## src/rtl/mpm_pkg.sv

```systemverilog
package mpm_pkg;

  typedef enum logic [2:0] {
    ST_WAIT_INIT,
    ST_IDLE,
    ST_LOAD,
    ST_REQ,
    ST_DRAIN
  } mpm_state_e;

  // number of words moved by a command of the given size
  function automatic int unsigned beats_for(input logic burst, input int unsigned burst_beats);
    return burst ? burst_beats : 32'd1;
  endfunction

  // true when the lowest nbits of v are all zero
  function automatic logic low_clear(input logic [31:0] v, input int unsigned nbits);
    logic [31:0] mask;
    mask = (32'd1 << nbits) - 32'd1;
    return (v & mask) == 32'd0;
  endfunction

endpackage

```

## src/rtl/mpm_align_check.sv

```systemverilog
module mpm_align_check #(
  parameter int unsigned WORD_LOG2  = 2,
  parameter int unsigned BURST_LOG2 = 5
) (
  input  logic [BURST_LOG2-1:0] addr_lo,
  input  logic                  burst,
  output logic                  aligned
);
  logic word_ok;
  logic burst_ok;

  generate
    if (BURST_LOG2 > WORD_LOG2) begin : g_split
      assign word_ok  = mpm_pkg::low_clear(32'(addr_lo), WORD_LOG2);
      assign burst_ok = mpm_pkg::low_clear(32'(addr_lo), BURST_LOG2);
    end else begin : g_same
      assign word_ok  = mpm_pkg::low_clear(32'(addr_lo), BURST_LOG2);
      assign burst_ok = word_ok;
    end
  endgenerate

  assign aligned = burst ? burst_ok : word_ok;
endmodule

```

## src/rtl/mpm_beat_counter.sv

```systemverilog
module mpm_beat_counter #(
  parameter int unsigned MAX_BEATS = 8,
  localparam int unsigned CNT_W    = $clog2(MAX_BEATS + 1)
) (
  input  logic             clk,
  input  logic             rst,
  input  logic             load,
  input  logic [CNT_W-1:0] load_val,
  input  logic             dec,
  output logic             pending,
  output logic             last
);
  logic [CNT_W-1:0] count;

  always_ff @(posedge clk) begin
    if (rst) begin
      count <= '0;
    end else if (load) begin
      count <= load_val;
    end else if (dec && count != '0) begin
      count <= count - 1'b1;
    end
  end

  assign pending = (count != '0);
  assign last    = (count == CNT_W'(1));


  no_underflow_chk: assert property (@(posedge clk) disable iff (rst)
    dec |-> pending);

  cnt_range_chk: assert property (@(posedge clk) disable iff (rst)
    count <= CNT_W'(MAX_BEATS));
endmodule

```

## src/rtl/mpm_wr_stager.sv

```systemverilog
module mpm_wr_stager #(
  parameter int unsigned DATA_W = 32
) (
  input  logic              clk,
  input  logic              rst,
  input  logic              active,
  input  logic              wd_valid,
  input  logic [DATA_W-1:0] wd_data,
  input  logic              wf_almost_full,
  output logic              wd_ready,
  output logic              wf_push,
  output logic [DATA_W-1:0] wf_data
);
  assign wd_ready = active && !wf_almost_full;
  assign wf_push  = wd_ready && wd_valid;
  assign wf_data  = wd_data;


  push_pause_chk: assert property (@(posedge clk) disable iff (rst)
    wf_almost_full |-> !wf_push && !wd_ready);
endmodule

```

## src/rtl/mpm_rd_drain.sv

```systemverilog
module mpm_rd_drain #(
  parameter int unsigned DATA_W = 32
) (
  input  logic              clk,
  input  logic              rst,
  input  logic              active,
  input  logic              pending,
  input  logic              rf_empty,
  input  logic [DATA_W-1:0] rf_data,
  output logic              rf_pop,
  output logic              rd_valid,
  output logic [DATA_W-1:0] rd_data
);
  assign rf_pop   = active && pending && !rf_empty;
  assign rd_valid = rf_pop;
  assign rd_data  = rf_data;


  pop_nonempty_chk: assert property (@(posedge clk) disable iff (rst)
    rf_empty |-> !rf_pop);
endmodule

```

## src/rtl/mem_port_master.sv

```systemverilog
module mem_port_master #(
  parameter int unsigned ADDR_W      = 32,
  parameter int unsigned DATA_W      = 32,
  parameter int unsigned BURST_BEATS = 8,
  parameter int unsigned WORD_LOG2   = 2,
  parameter int unsigned BURST_LOG2  = 5
) (
  input  logic              clk,
  input  logic              rst,
  input  logic              init_done,
  input  logic              cmd_valid,
  output logic              cmd_ready,
  input  logic              cmd_write,
  input  logic              cmd_burst,
  input  logic [ADDR_W-1:0] cmd_addr,
  input  logic              wd_valid,
  output logic              wd_ready,
  input  logic [DATA_W-1:0] wd_data,
  output logic              rd_valid,
  output logic [DATA_W-1:0] rd_data,
  output logic              txn_done,
  output logic              align_err,
  output logic              mc_addr_req,
  input  logic              mc_addr_ack,
  output logic [ADDR_W-1:0] mc_addr,
  output logic              mc_rnw,
  output logic              mc_size,
  output logic              wf_push,
  output logic [DATA_W-1:0] wf_data,
  input  logic              wf_almost_full,
  output logic              rf_pop,
  input  logic [DATA_W-1:0] rf_data,
  input  logic              rf_empty
);
  import mpm_pkg::*;

  localparam int unsigned CNT_W = $clog2(BURST_BEATS + 1);

  mpm_state_e        state;
  logic [ADDR_W-1:0] addr_q;
  logic              rnw_q;
  logic              burst_q;
  logic              done_q;
  logic              err_q;
  logic              init_seen;

  // named internal events
  logic              cmd_fire;
  logic              align_ok;
  logic              accept_ok;
  logic              ack_ev;
  logic              push_ev;
  logic              pop_ev;
  logic              cnt_load;
  logic [CNT_W-1:0]  cnt_load_val;
  logic              beat_pending;
  logic              beat_last;
  logic              in_load;
  logic              in_drain;

  assign cmd_ready = (state == ST_IDLE);
  assign cmd_fire  = cmd_valid && cmd_ready;
  assign accept_ok = cmd_fire && align_ok;
  assign ack_ev    = (state == ST_REQ) && mc_addr_ack;
  assign in_load   = (state == ST_LOAD);
  assign in_drain  = (state == ST_DRAIN);
  assign push_ev   = wf_push;
  assign pop_ev    = rf_pop;

  assign cnt_load     = (accept_ok && cmd_write) || (ack_ev && rnw_q);
  assign cnt_load_val = (state == ST_IDLE)
                        ? CNT_W'(beats_for(cmd_burst, BURST_BEATS))
                        : CNT_W'(beats_for(burst_q, BURST_BEATS));

  mpm_align_check #(
    .WORD_LOG2 (WORD_LOG2),
    .BURST_LOG2(BURST_LOG2)
  ) i_align (
    .addr_lo(cmd_addr[BURST_LOG2-1:0]),
    .burst  (cmd_burst),
    .aligned(align_ok)
  );

  mpm_beat_counter #(
    .MAX_BEATS(BURST_BEATS)
  ) i_beats (
    .clk     (clk),
    .rst     (rst),
    .load    (cnt_load),
    .load_val(cnt_load_val),
    .dec     (push_ev || pop_ev),
    .pending (beat_pending),
    .last    (beat_last)
  );

  mpm_wr_stager #(
    .DATA_W(DATA_W)
  ) i_wr (
    .clk           (clk),
    .rst           (rst),
    .active        (in_load),
    .wd_valid      (wd_valid),
    .wd_data       (wd_data),
    .wf_almost_full(wf_almost_full),
    .wd_ready      (wd_ready),
    .wf_push       (wf_push),
    .wf_data       (wf_data)
  );

  mpm_rd_drain #(
    .DATA_W(DATA_W)
  ) i_rd (
    .clk     (clk),
    .rst     (rst),
    .active  (in_drain),
    .pending (beat_pending),
    .rf_empty(rf_empty),
    .rf_data (rf_data),
    .rf_pop  (rf_pop),
    .rd_valid(rd_valid),
    .rd_data (rd_data)
  );

  always_ff @(posedge clk) begin
    if (rst) begin
      state     <= ST_WAIT_INIT;
      addr_q    <= '0;
      rnw_q     <= 1'b0;
      burst_q   <= 1'b0;
      done_q    <= 1'b0;
      err_q     <= 1'b0;
      init_seen <= 1'b0;
    end else begin
      done_q <= 1'b0;
      err_q  <= 1'b0;
      if (init_done) init_seen <= 1'b1;
      case (state)
        ST_WAIT_INIT: begin
          if (init_done) state <= ST_IDLE;
        end
        ST_IDLE: begin
          if (cmd_fire) begin
            if (!align_ok) begin
              err_q <= 1'b1;
            end else begin
              addr_q  <= cmd_addr;
              rnw_q   <= !cmd_write;
              burst_q <= cmd_burst;
              state   <= cmd_write ? ST_LOAD : ST_REQ;
            end
          end
        end
        ST_LOAD: begin
          if (push_ev && beat_last) state <= ST_REQ;
        end
        ST_REQ: begin
          if (mc_addr_ack) begin
            if (rnw_q) begin
              state <= ST_DRAIN;
            end else begin
              state  <= ST_IDLE;
              done_q <= 1'b1;
            end
          end
        end
        ST_DRAIN: begin
          if (pop_ev && beat_last) begin
            state  <= ST_IDLE;
            done_q <= 1'b1;
          end
        end
        default: state <= ST_WAIT_INIT;
      endcase
    end
  end

  assign mc_addr_req = (state == ST_REQ);
  assign mc_addr     = addr_q;
  assign mc_rnw      = rnw_q;
  assign mc_size     = burst_q;
  assign txn_done    = done_q;
  assign align_err   = err_q;


  init_gate_chk: assert property (@(posedge clk) disable iff (rst)
    mc_addr_req |-> init_seen);

  req_hold_chk: assert property (@(posedge clk) disable iff (rst)
    mc_addr_req && !mc_addr_ack |=> mc_addr_req);

  req_release_chk: assert property (@(posedge clk) disable iff (rst)
    mc_addr_req && mc_addr_ack |=> !mc_addr_req);

  req_stable_chk: assert property (@(posedge clk) disable iff (rst)
    mc_addr_req && !mc_addr_ack |=> $stable(mc_addr) && $stable(mc_rnw) && $stable(mc_size));

  load_before_req_chk: assert property (@(posedge clk) disable iff (rst)
    mc_addr_req && !mc_rnw |-> !beat_pending);

  err_no_issue_chk: assert property (@(posedge clk) disable iff (rst)
    align_err |-> !mc_addr_req && !wf_push && !rf_pop && cmd_ready);

  done_pulse_chk: assert property (@(posedge clk) disable iff (rst)
    txn_done |=> !txn_done);

  busy_not_ready_chk: assert property (@(posedge clk) disable iff (rst)
    (mc_addr_req || wf_push || rf_pop) |-> !cmd_ready);

  reset_quiet_chk: assert property (@(posedge clk)
    $past(rst) |-> !mc_addr_req && !wf_push && !rf_pop && !cmd_ready);
endmodule

```

## config.mk

```make
export PLATFORM = sky130hd
export DESIGN_NAME = mem_port_master
export DESIGN_NICKNAME = d
export VERILOG_FILES = /design/src/rtl/mpm_pkg.sv /design/src/rtl/mpm_align_check.sv /design/src/rtl/mpm_beat_counter.sv /design/src/rtl/mpm_wr_stager.sv /design/src/rtl/mpm_rd_drain.sv /design/src/rtl/mem_port_master.sv
export SDC_FILE = /design/constraint.sdc
export NUM_CORES = 1
export LEC_CHECK = 0
export BUFFER_PORTS_ARGS = -buffer_cell sky130_fd_sc_hd__buf_2
export CAP_MARGIN = 20
export CORE_ASPECT_RATIO = 0.8
export CORE_MARGIN = 2
export CORE_UTILIZATION = 40
export CTS_CLUSTER_DIAMETER = 100
export CTS_CLUSTER_SIZE = 30
export DETAILED_ROUTE_END_ITERATION = 10
export PLACE_DENSITY_LB_ADDON = 0.25
export SLEW_MARGIN = 10
export SYNTH_ARGS = -nofsm -noshare
export SYNTH_HDL_FRONTEND = slang
export SYNTH_HIERARCHICAL = 1
export SYNTH_SLANG_ARGS = --single-unit
```

## constraint.sdc

```tcl
create_clock -name clk -period 3.5 [get_ports clk]
set_input_delay 0.7 -clock clk [delete_from_list [all_inputs] [get_ports clk]]
set_output_delay 0.7 -clock clk [all_outputs]
set_load 0.02 [all_outputs]
```

Yosys cells after proc, flatten, opt, wreduce, memory -nomap -nowiden
Cells that the tools add are included.

Flip-flop bits (word level): 43.

Add/subtract/negate cells: 1. Eq/ne operators: 11. Multiplexer cells: 20. Bitwise operators: 2. Reduce and logical (&&, ||, !) cells: 25.

Operators by type and width (number): $logic_not 32->1 (2); $mux 3 (7); $mux 4 (5); $pmux 3 s5 (1); $logic_and 1x1->1 (12); $eq 3x2->1 const B (2); $mux 1 (6); $ne 2x1->1 const B (3); $ne 2x2->1 const B (3); $reduce_and 6->1 (1); $eq 4x1->1 const B (1); $reduce_bool 4->1 (1); $sub 4x1->4 const B (1); $eq 3x1->1 const B (1); $eq 3x3->1 const B (1); $logic_not 1->1 (3); $logic_not 3->1 (1); $reduce_and 3->1 (1); $reduce_or 3->1 (1); $logic_or 1x1->1 (2); $not 1->1 (2); $pmux 1 s2 (1); $reduce_bool 2->1 (1).

Longest topological paths before layout
Depth in word-level cells: 7. Gate-level depth with buffers: 10. Mapped depth without buffers: 8.

By module
Netlist, hierarchy kept.

Modules (own cells, without submodules): mem_port_master (times used 1, cells each 190, area an instance 1508.9 um^2, seq. area each 780.7 um^2); mpm_beat_counter (times used 1, cells each 31, area an instance 276.5 um^2, seq. area each 80.1 um^2); mpm_rd_drain (times used 1, cells each 34, area an instance 256.5 um^2, seq. area each 0.0 um^2); mpm_wr_stager (times used 1, cells each 34, area an instance 255.2 um^2, seq. area each 0.0 um^2); mpm_align_check (times used 1, cells each 2, area an instance 18.8 um^2, seq. area each 0.0 um^2).

Worst setup path before layout
OpenSTA, ideal clock, no wires.

Kind: register -> register. Start: register i_beats.count[1]. End: register i_beats.count[3]. Arrival: 2.383 ns. Setup slack: 1.031 ns. Cell stages (with the launch flop): 11. Path through: dfxtp_1 inv_1 ha_1 or3b_1 buf_2 and3b_1 buf_4 or2_2 nor4b_1 mux2i_1 a211oi_1.

Word-level cells in the longest chain between the ends: 6. Elaborated cells between the ends (all ways): 9. Classes of those cells: add/sub: 1; mux: 2; reduce/logical: 6.

Ends and longest elaborated chain: start, declared (RTL line mpm_beat_counter.sv:13) `logic [CNT_W-1:0] count;`; start signal, assigned (RTL line mpm_beat_counter.sv:19) `count <= load_val;`; start signal, assigned (RTL line mpm_beat_counter.sv:21) `count <= count - 1'b1;`; $reduce_bool 4->1 (RTL line mpm_beat_counter.sv:25) `assign pending = (count != '0);`; via beat_pending (RTL line mem_port_master.sv:56) `logic beat_pending;`; $logic_and 1x1->1 (2 in a row) (RTL line mpm_rd_drain.sv:14) `assign rf_pop = active && pending && !rf_empty;`; via rd_valid (RTL line mem_port_master.sv:19) `output logic rd_valid,`; $logic_or 1x1->1 (RTL line mem_port_master.sv:91) `.dec (push_ev || pop_ev),`; $logic_and 1x1->1 (RTL line mpm_beat_counter.sv:20) `end else if (dec && count != '0) begin`; $reduce_bool 2->1 (no line).

The timed path passes the listed nets, and every way through them passes these cells. The select of a mux whose other input is x is not followed. A chain may end at the register's enable or synchronous reset.

Final worst setup path
Start: register i_beats.count[1]. End: output port rf_pop.

Word-level cells in the longest chain between the ends: 3.

Ends and longest elaborated chain: $reduce_bool 4->1 (RTL line mpm_beat_counter.sv:25); via beat_pending (RTL line mem_port_master.sv:56); $logic_and 1x1->1 (2 in a row) (RTL line mpm_rd_drain.sv:14); end, declared (RTL line mem_port_master.sv:31) `output logic rf_pop,`.

The timed path passes the listed nets, and every way through them passes these cells.

==> summary.md <==
| Metric | Value |
|---|---|
| Syn. warnings | `6` |
| Vias in the first global route | `1651` |
| Library cells used by synthesis | `38` |
| Maximum VDD drop | `roughly 0.18 mV` |
| # rows | `24` |
| # setup viols final | `0` |
| Routed Antenna Nets | `0` |
| Setup bufs post-CTS | `0` |
| Reg clk slew, reported paths | `0.08 ns` |
| Layout cells sized above 1 | `32.5%` |
| F_max | `389 MHz` |
| Power per cell area | `388 mW/mm^2` |
| Final hold violations | `0` |
| Final Max Tran Viols | `0` |
| Core ar. | `roughly 0.0055 mm^2` |
| Via count | `~1800` |
| Sequential cell area fraction in the yosys report | `37.2%` |
| Min-delay worst type | `reg2reg` |
| Register area | `between 800 and 900 um^2` |
| Clock period minus worst slack | `~2.6 ns` |
| Drt pass-1 iters | `3` |
| Final non-filler cell total | `386` |
| Total power | `0.926 mW` |
| Antenna violations before repair | `0` |
| Crit path max fanout | `5` |
| First-pass GRT wire length | `between 7 and 8 mm` |
| Slowest CP cell | `or3b_1` |
| Crit path launch type | `flip-flop` |
| Critical Path Sink Type | `output pin` |
| Via density per instance | `around 4.6` |
| Maxcap violations | `0` |
| Clock Tree Buf Depth | `2` |
| Clock sinks | `43` |
| Die Width | `roughly 89 um` |
| GRT Total Usage | `about 15%` |
| Worst setup margin | `0.926 ns` |
| Antenna cells | `0` |
| Met3 routed WL | `between 500 and 600 um` |
| Top Layer Used | `met4` |
| Static leakage | `approximately 1.0 nW` |
| Largest net degree at the start of global routing | `36` |
| Critical path buffer and inverter count | `2` |
| Die ar. | `around 0.0064 mm^2` |
| Cell count after synthesis | `291` |
| GRT overflow | `0` |
| Post-DP HPWL | `3.35 mm` |
| Die Ht | `between 70 and 80 um` |
| CP Class | `reg2out` |
| I/O pin count | `212` |
| Reg-to-Reg Start | `i_beats/count[1]` |
| Register bit total from synthesis | `43` |
| I/O Buffers | `83` |
| Worst Setup SP | `i_beats/count[1]` |
| Place WS | `1.11 ns` |
| Mean Syn Cell Area | `about 8 um^2` |
| Worst path required time | `2.80 ns` |
| Cts repair resizes | `0` |
| Syn-to-layout area delta | `2.97%` |
| Met1 WL | `2.18 mm` |
| Met2 wire len | `approximately 1.9 mm` |
| CP peak stage delay | `0.47 ns` |
| WP data arrival | `roughly 1.9 ns` |
| Net count, final | `415` |
| # placed instances | `378` |
| Tcrit/Tclk final | `between 70% and 80%` |
| CTS root buf | `clkbuf_8` |
| Min-delay src | `mc_addr[3]` |
| Starting Density | `between 40% and 50%` |
| Total wire length | `about 4.7 mm` |
| Clk_lat worst skew | `~0.29 ns` |
| RePlAce Congestion | `between 0.7 and 0.8` |
| DRC Markers | `0` |
| Clock skew | `0.00703 ns` |
| Delay-heaviest family, CP | `simple AND/OR/NAND/NOR gates` |
| Crit path cell chain | `inv_1 -> ha_1 -> or3b_1 -> and3b_1 -> buf_2` |
| Footprint of the multi-input gates | `866 um^2` |
| Sum Neg Setup Slack | `0 ns` |
| Inserted Clock Buffers | `5` |
| 1st-iter DRT viols | `55` |
| Mapped cell area | `~0.0023 mm^2` |
| RSZ-0062 raised after global routing | `false` |
| Fillers | `595` |
| Hold_buf cts | `0` |
| CTS tree | `done` |
| H-tree levels | `2` |
| WL/cell | `12.3 um` |
| Status | `completed` |
## cells in the final DEF, fill, tap and decap left out
cell type	count
mux2_2	1
o31a_1	1
conb_1	2
nor3b_1	2
o21ai_0	1
dfxtp_1	43
nand3b_1	2
nor4b_1	1
a311oi_1	2
clkbuf_8	7
a21o_1	1
inv_1	4
buf_2	83
ha_1	2
a211oi_1	3
nand2_1	75
nor2b_1	3
mux2i_1	1
or3b_1	1
and2_1	2
and3b_1	2
clkbuf_1	1
nand2b_1	1
nand3_1	6
and3_1	2
a311o_2	1
nor3_1	1
o211ai_1	1
or2_2	1
a32oi_1	1
nor2_1	8
nor3_2	1
a21oi_1	38
a2111oi_4	1
nor3b_4	1
nand4b_1	1
buf_4	4
## worst paths after layout
path	depth (start not counted)	slack (ns)	to
worst min register to register	2	0.45	mc_addr[3]
worst max register to register	8	1.09	i_beats/count[3]
worst min-delay path	2	0.45	mc_addr[3]
worst max-delay path	5	0.93	rf_pop
## final cells by class
type / instances / share of cell area (%)
clock buffer: 8 / 4.20
multi-input combinational: 166 / 36.3
timing repair buffer: 87 / 18.7
tap: 78 / 4.09
inverter: 4 / 0.630
sequential: 43 / 36.1
## through the flow
stage	hold WS [ns]	area [um^2]	util, %
3_5_place_dp	0.443	2280	41.3
2_1_floorplan	0.483	2320	-
5_1_grt	0.466	2380	43.2
3_3_place_gp	0.439	2280	41.3
4_1_cts	0.455	2380	43.2
6_report	0.451	2380	43.2
## per-layer routing
layer  up-vias  GRT usage, %
li1        911             -
met1       776          18.1
met2        81          21.5
met3        15          8.53
met4         0          5.31
met5         -             0
## tightest hold or removal path, delay by kind of cell (launching register included)
kind,cells,cell delay (ns)
flops,1,0.31
simple gates,1,0.05
compound gates,1,0.05
## state kept, by name, indices dropped and copies added (netlist names)
signal         count
mc_size            1
mc_rnw             1
align_err          1
state              3
mc_addr           32
txn_done           1
i_beats/count      4
## cells in the mapped netlist
| master | count | area, um^2 |
|---|---|---|
| nor4b_1 | 1 | 8.76 |
| dfxtp_1 | 43 | 861 |
| nand4b_1 | 1 | 8.76 |
| buf_2 | 3 | 15.0 |
| clkbuf_1 | 5 | 18.8 |
| nor3_1 | 1 | 5.00 |
| a21o_1 | 1 | 7.51 |
| buf_4 | 66 | 495 |
| ha_1 | 2 | 25.0 |
| a2111oi_4 | 1 | 27.5 |
| a32oi_1 | 1 | 8.76 |
| and3b_1 | 2 | 17.5 |
| nand2b_1 | 1 | 6.26 |
| buf_6 | 4 | 45.0 |
| o31a_1 | 1 | 8.76 |
| nand3_1 | 6 | 30.0 |
| nor2_1 | 8 | 30.0 |
| a211oi_1 | 3 | 22.5 |
| mux2_2 | 1 | 11.3 |
| o211ai_1 | 1 | 7.51 |
| mux2i_1 | 1 | 10.0 |
| nand2_1 | 75 | 282 |
| or3b_1 | 1 | 8.76 |
| buf_1 | 1 | 3.75 |
| nor2b_1 | 3 | 18.8 |
| a21oi_1 | 38 | 190 |
| a311o_2 | 1 | 11.3 |
| nor3b_4 | 1 | 18.8 |
| inv_1 | 4 | 15.0 |
| or2_2 | 1 | 6.26 |
| and2_1 | 2 | 12.5 |
| conb_1 | 1 | 3.75 |
| nor3b_1 | 2 | 15.0 |
| and3_1 | 2 | 12.5 |
| o21ai_0 | 1 | 5.00 |
| nand3b_1 | 2 | 15.0 |
| a311oi_1 | 2 | 17.5 |
| nor3_2 | 1 | 10.0 |
## logic make-up after synthesis
family / Yosys count / share of synthesized area [%]
AND/OR/NAND/NOR: 110 / 21.8
buffers and inverters: 83 / 25.6
AO/OA/AOI/OAI: 50 / 13.2
flip-flops: 43 / 37.2
multiplexers: 2 / 0.918
adder cells (fa/ha/maj): 2 / 1.08
other: 1 / 0.162
## power breakdown
group	leakage [nW]	switching (mW)	internal, mW
Combinational	0.641	0.0469	0.0365
Clock	0.0515	0.160	0.180
Sequential	0.347	0.00539	0.496
Power figures use the tool's default switching activity.
